### src/rtl/fsk_eom_pkg.sv
package fsk_eom_pkg;
  typedef enum logic [1:0] {
    CAUSE_CARRIER = 2'd0,
    CAUSE_FRAMING = 2'd1,
    CAUSE_RUN     = 2'd2
  } eom_cause_e;
endpackage

### src/rtl/fsk_fe_counter.sv
module fsk_fe_counter #(
  parameter int FE_LIMIT = 5,
  localparam int FE_W = $clog2(FE_LIMIT + 2)
) (
  input  logic clk,
  input  logic rst_n,
  input  logic clear,
  input  logic en,
  input  logic fe_strobe,
  output logic fire
);
  localparam logic [FE_W-1:0] CNT_MAX = '1;
  logic [FE_W-1:0] cnt;

  always_ff @(posedge clk or negedge rst_n) begin
    if (!rst_n) cnt <= '0;
    else if (clear) cnt <= '0;
    else if (en && fe_strobe && cnt != CNT_MAX) cnt <= cnt + 1'b1;
  end

  assign fire = (int'(cnt) > FE_LIMIT);

  // counter saturates instead of wrapping
  a_r4_saturate: assert property (@(posedge clk) disable iff (!rst_n)
    (cnt == CNT_MAX && fe_strobe && !clear) |=> (cnt == CNT_MAX));
endmodule

### src/rtl/fsk_run_timer.sv
module fsk_run_timer #(
  parameter int RUN_LIMIT = 150,
  localparam int RUN_W = $clog2(RUN_LIMIT + 2)
) (
  input  logic clk,
  input  logic rst_n,
  input  logic clear,
  input  logic en,
  input  logic tick,
  input  logic lvl,
  output logic fire
);
  localparam logic [RUN_W-1:0] CNT_MAX = '1;
  logic [RUN_W-1:0] cnt;
  logic held;

  always_ff @(posedge clk or negedge rst_n) begin
    if (!rst_n) begin
      cnt  <= '0;
      held <= 1'b1;
    end else if (clear) begin
      cnt  <= '0;
      held <= lvl;
    end else if (en && tick) begin
      if (lvl != held) begin
        cnt  <= '0;
        held <= lvl;
      end else if (cnt != CNT_MAX) begin
        cnt <= cnt + 1'b1;
      end
    end
  end

  assign fire = (int'(cnt) > RUN_LIMIT);

  // a sampled level change restarts the run
  a_r6_change_restarts: assert property (@(posedge clk) disable iff (!rst_n)
    (en && tick && lvl != held && !clear) |=> (cnt == '0));
endmodule

### src/rtl/fsk_eom_ctrl.sv
module fsk_eom_ctrl
  import fsk_eom_pkg::*;
(
  input  logic       clk,
  input  logic       rst_n,
  input  logic       carrier_n,
  input  logic       clr,
  input  logic       fe_fire,
  input  logic       run_fire,
  output logic       start,
  output logic       armed,
  output logic       eom,
  output logic [1:0] cause
);
  logic carrier_q;
  logic loss;
  eom_cause_e pick;

  always_ff @(posedge clk or negedge rst_n) begin
    if (!rst_n) carrier_q <= 1'b1;
    else carrier_q <= carrier_n;
  end

  assign start = carrier_q && !carrier_n;
  assign loss  = carrier_n;

  always_comb begin
    if (loss) pick = CAUSE_CARRIER;
    else if (fe_fire) pick = CAUSE_FRAMING;
    else pick = CAUSE_RUN;
  end

  always_ff @(posedge clk or negedge rst_n) begin
    if (!rst_n) begin
      armed <= 1'b0;
      eom   <= 1'b0;
      cause <= 2'd0;
    end else if (start) begin
      armed <= 1'b1;
      eom   <= 1'b0;
      cause <= 2'd0;
    end else if (armed && (loss || fe_fire || run_fire)) begin
      armed <= 1'b0;
      eom   <= 1'b1;
      cause <= pick;
    end else if (clr) begin
      eom   <= 1'b0;
      cause <= 2'd0;
    end
  end

  // carrier loss while armed raises the flag with code 0
  a_r3_loss_flags: assert property (@(posedge clk) disable iff (!rst_n)
    (armed && carrier_n) |=> (eom && cause == 2'd0));
  // a carrier start arms and clears the flag
  a_r2_start_arms: assert property (@(posedge clk) disable iff (!rst_n)
    start |=> (armed && !eom));
  // a set flag and its cause hold until clr or a new start
  a_r8_sticky: assert property (@(posedge clk) disable iff (!rst_n)
    (eom && !clr && !start) |=> (eom && $stable(cause)));
  // the flag never rises while disarmed
  a_r9_disarmed_quiet: assert property (@(posedge clk) disable iff (!rst_n)
    (!armed && !eom && !start) |=> !eom);
endmodule

### src/rtl/fsk_msg_end_detect.sv
module fsk_msg_end_detect #(
  parameter int FE_LIMIT  = 5,
  parameter int RUN_LIMIT = 150
) (
  input  logic       clk,
  input  logic       rst_n,
  input  logic       tick_ms,
  input  logic       carrier_n,
  input  logic       frame_err,
  input  logic       bit_lvl,
  input  logic       clr,
  output logic       eom,
  output logic [1:0] eom_cause
);
  logic start, armed, fe_fire, run_fire;

  fsk_eom_ctrl u_ctrl (
    .clk(clk), .rst_n(rst_n), .carrier_n(carrier_n), .clr(clr),
    .fe_fire(fe_fire), .run_fire(run_fire), .start(start), .armed(armed),
    .eom(eom), .cause(eom_cause)
  );

  fsk_fe_counter #(.FE_LIMIT(FE_LIMIT)) u_fe (
    .clk(clk), .rst_n(rst_n), .clear(start), .en(armed),
    .fe_strobe(frame_err), .fire(fe_fire)
  );

  fsk_run_timer #(.RUN_LIMIT(RUN_LIMIT)) u_run (
    .clk(clk), .rst_n(rst_n), .clear(start), .en(armed),
    .tick(tick_ms), .lvl(bit_lvl), .fire(run_fire)
  );
endmodule

### config.mk
export PLATFORM = sky130hd
export DESIGN_NAME = fsk_msg_end_detect
export DESIGN_NICKNAME = d
export VERILOG_FILES = /design/src/rtl/fsk_eom_pkg.sv /design/src/rtl/fsk_fe_counter.sv /design/src/rtl/fsk_run_timer.sv /design/src/rtl/fsk_eom_ctrl.sv /design/src/rtl/fsk_msg_end_detect.sv
export SDC_FILE = /design/constraint.sdc
export NUM_CORES = 1
export LEC_CHECK = 0
export ABC_AREA = 1
export BUFFER_PORTS_ARGS = -buffer_cell sky130_fd_sc_hd__buf_4
export CAP_MARGIN = 30
export CORE_MARGIN = 2
export CORE_UTILIZATION = 31
export DETAILED_ROUTE_END_ITERATION = 16
export PLACE_DENSITY = 0.43
export SYNTH_ARGS = -nofsm -noshare
export SYNTH_HDL_FRONTEND = slang
export SYNTH_SLANG_ARGS = --single-unit
### constraint.sdc
create_clock -name clk -period 1.7 [get_ports clk]
set_input_delay 0.17 -clock clk [delete_from_list [all_inputs] [get_ports clk]]
set_output_delay 0.17 -clock clk [all_outputs]
set_load 0.02 [all_outputs]
==> metrics.cfg <==
[logic_synthesis]
synth_area_sq_um=1080
yosysTopAreaCellShare_pct=34.8
synthesis.nets=145
syn_avg_cell_area_sq_um=8.12
synth_area_leaders=dfrtp_1 (35%), nand2_1 (11%), ha_1 (5.8%)
synth_seq_cells=17
ys_warn_count=0
synthCells=133
synth_top_area_cell=dfrtp_1
ys_seq_area_share_pct=39.6
yosysUniqueCellTypes=24

[pwr]
p_per_area_nw_per_um2=760
p_leak_nw=0.647
total_power_uw=937
ir_worst_vdd_mv=0.408

[route]
first_pass_iters=4
drtIter0Drc=22
drt_wl_total_um=2330
wl_per_cell_um=12.1
drc=0
avgViaCountPerCell=4.57
vias=882
ant_nets=0

[layout]
drive_gt1_share_pct=19.7
nFillCells=359
areaGrowthSynthToFinish_pct=14.3
fin_nets=160
final-seq-area_sq_um=428
multi_input_area_sq_um=571
antenna_cells=0

[die]
die_h_um=63.0
rows=21
die_w_um=63.0
dieArea_sq_um=3970
core-area_sq_um=3340
io_pins=10
floorplan.initialDensity_pct=32.4

[timing]
hold-worst-slack_ps=107
maxSlewHeadroom_pct=79.8
grt_setup_unrepaired=false
setup_slack_ps=269
final_hold_viol_count=0
setup_viol=0
period_minus_slack_ps=1430
fin_crit_sh_pct=84.2
max_freq_ghz=0.699
fin_worst_skew_ps=13.6
worstMarginPinSlew_ps=302
setup_tns_ps=0
drv_slew=0

[clock_network]
clock_latency_ps=300
cts_tree=built
cts_made_buffers=3
post-cts-setup-buffers=0
hold_buffers=2
cts_resized=0
cts_max_path_buffers=2
cts_sinks=17
cts.clk_slew.worst_paths_ps=120
htree_levels=1
cts_root_buf=clkbuf_4

[global_route]
grt_pass1_vias=872
overflow=0
grt_max_degree=18
antenna_found_initial=0
grt_pass1_wl_um=4180
grt_usage_pct=13.6

[job]
max-cap-violations=0

[critical_path]
arrival_ps=1650
max_stage_delay_ps=430
required_ps=1910
path_class=reg2reg
critical_path.endpoint_type=register
crit_chain=ha_1 > ha_1 > nor2_1 > nor2_1 > a211oi_1
crit_path_max_fanout=5
crit_slowest_cell=dfrtp_1
setup.worst_path.start_class=register

[place]
dp_slack_ps=269
place_congestion=0.807
dp_hpwl_um=1670
io_buffers=9

[run_status]
status=finished clean

[hold_path]
hp-class=in2reg

==> power by group <==
part           switching, mW  internal [mW]
sequential            0.0404          0.450
clock                  0.140         0.0913
combinational          0.134         0.0820
total                  0.314          0.623
==> logic make-up (layout without fill, tap and decap cells) <==
group                    after synthesis  in the layout  synth area share, %
AND/OR/NAND/NOR                       76             76                 36.5
adder cells (fa/ha/maj)                5              5                 5.79
buffers and inverters                 17             31                 7.53
flip-flops                            17             17                 39.6
AO/OA/AOI/OAI                         18             18                 10.5
==> synthesized netlist by cell type (all sizes together) <==
cell and instances:
inv 15, buf 2, nand4 9, o21bai 1
a211oi 1, nand2 38, ha 5, nor2 16
dfstp 2, a21oi 1, nor3 2, dfrtp 15
o21ai 15, nand3 10, nand3b 1
==> cell type report <==
class	instances	share of cell area [%]
Timing Repair Buffer	12	7.71
Multi-Input combinational cell	99	46.2
Sequential cell	17	34.7
Inverter	15	4.56
Clock buffer	4	2.13
Tap cell	46	4.67
==> cell usage in the layout, fill, tap and decap left out, types with 2 or more instances in the layout <==
cell,Yosys,routed
buf_4,0,10
clkbuf_4,0,3
nand2_1,33,33
dfrtp_1,15,15
inv_1,14,14
dfstp_2,2,2
o21ai_2,5,5
dlygate4sd3_1,0,2
nor3_1,2,2
nor2_1,14,14
ha_1,5,5
nand4_1,9,9
nand3_1,10,10
nand2_2,3,3
o21ai_0,9,9
==> through the flow <==
stage               util (%)  cell area, sq um  std cells
floorplan                  -              1080        133
global placement        35.6              1190        187
detailed placement      35.6              1190        187
CTS                     37.0              1230        193
global route            37.0              1230        193
finish                  37.0              1230        193
==> path summary, 6_finish.rpt <==
kind | end | slack [ps] | cells past startpoint | start
max in group asynchronous | u_run.held$_DFFE_PN1P_ | 1150 | 2 | rst_n
hold reg to reg | u_ctrl.eom$_DFFE_PN0P_ | 500 | 2 | u_ctrl.eom$_DFFE_PN0P_
setup reg to reg | u_fe.cnt[1]$_DFFE_PN0P_ | 270 | 5 | u_fe.cnt[1]$_DFFE_PN0P_
min in group asynchronous | u_run.cnt[7]$_DFFE_PN0P_ | 270 | 2 | rst_n
setup / recovery | u_fe.cnt[1]$_DFFE_PN0P_ | 270 | 5 | u_fe.cnt[1]$_DFFE_PN0P_
hold / removal | u_run.held$_DFFE_PN1P_ | 110 | 3 | bit_lvl
==> critical path: cells and delay by family (launching register included) <==
kind	cells	cell delay (ps)
adder cells (fa/ha/maj)	2	410
AO/OA/AOI/OAI	1	190
AND/OR/NAND/NOR	2	310
flip-flops	1	430
==> per-layer routing <==
metal / global-route usage, % / up-vias / share of wire, %
li1: - / 466 / -
met1: 16.8 / 402 / 47
met2: 22.6 / 10 / 49
met3: 3.96 / 4 / 2.5
met4: 4.17 / 0 / 1.5
met5: 0 / - / 0
==> flip-flops by register name, indices dropped and copies added (netlist names) <==
| signal | count |
|---|---|
| u_ctrl.cause | 2 |
| u_ctrl.armed | 1 |
| u_run.held | 1 |
| u_fe.cnt | 3 |
| u_ctrl.eom | 1 |
| u_run.cnt | 8 |
| u_ctrl.carrier_q | 1 |
(Power assumes the default switching activity.)
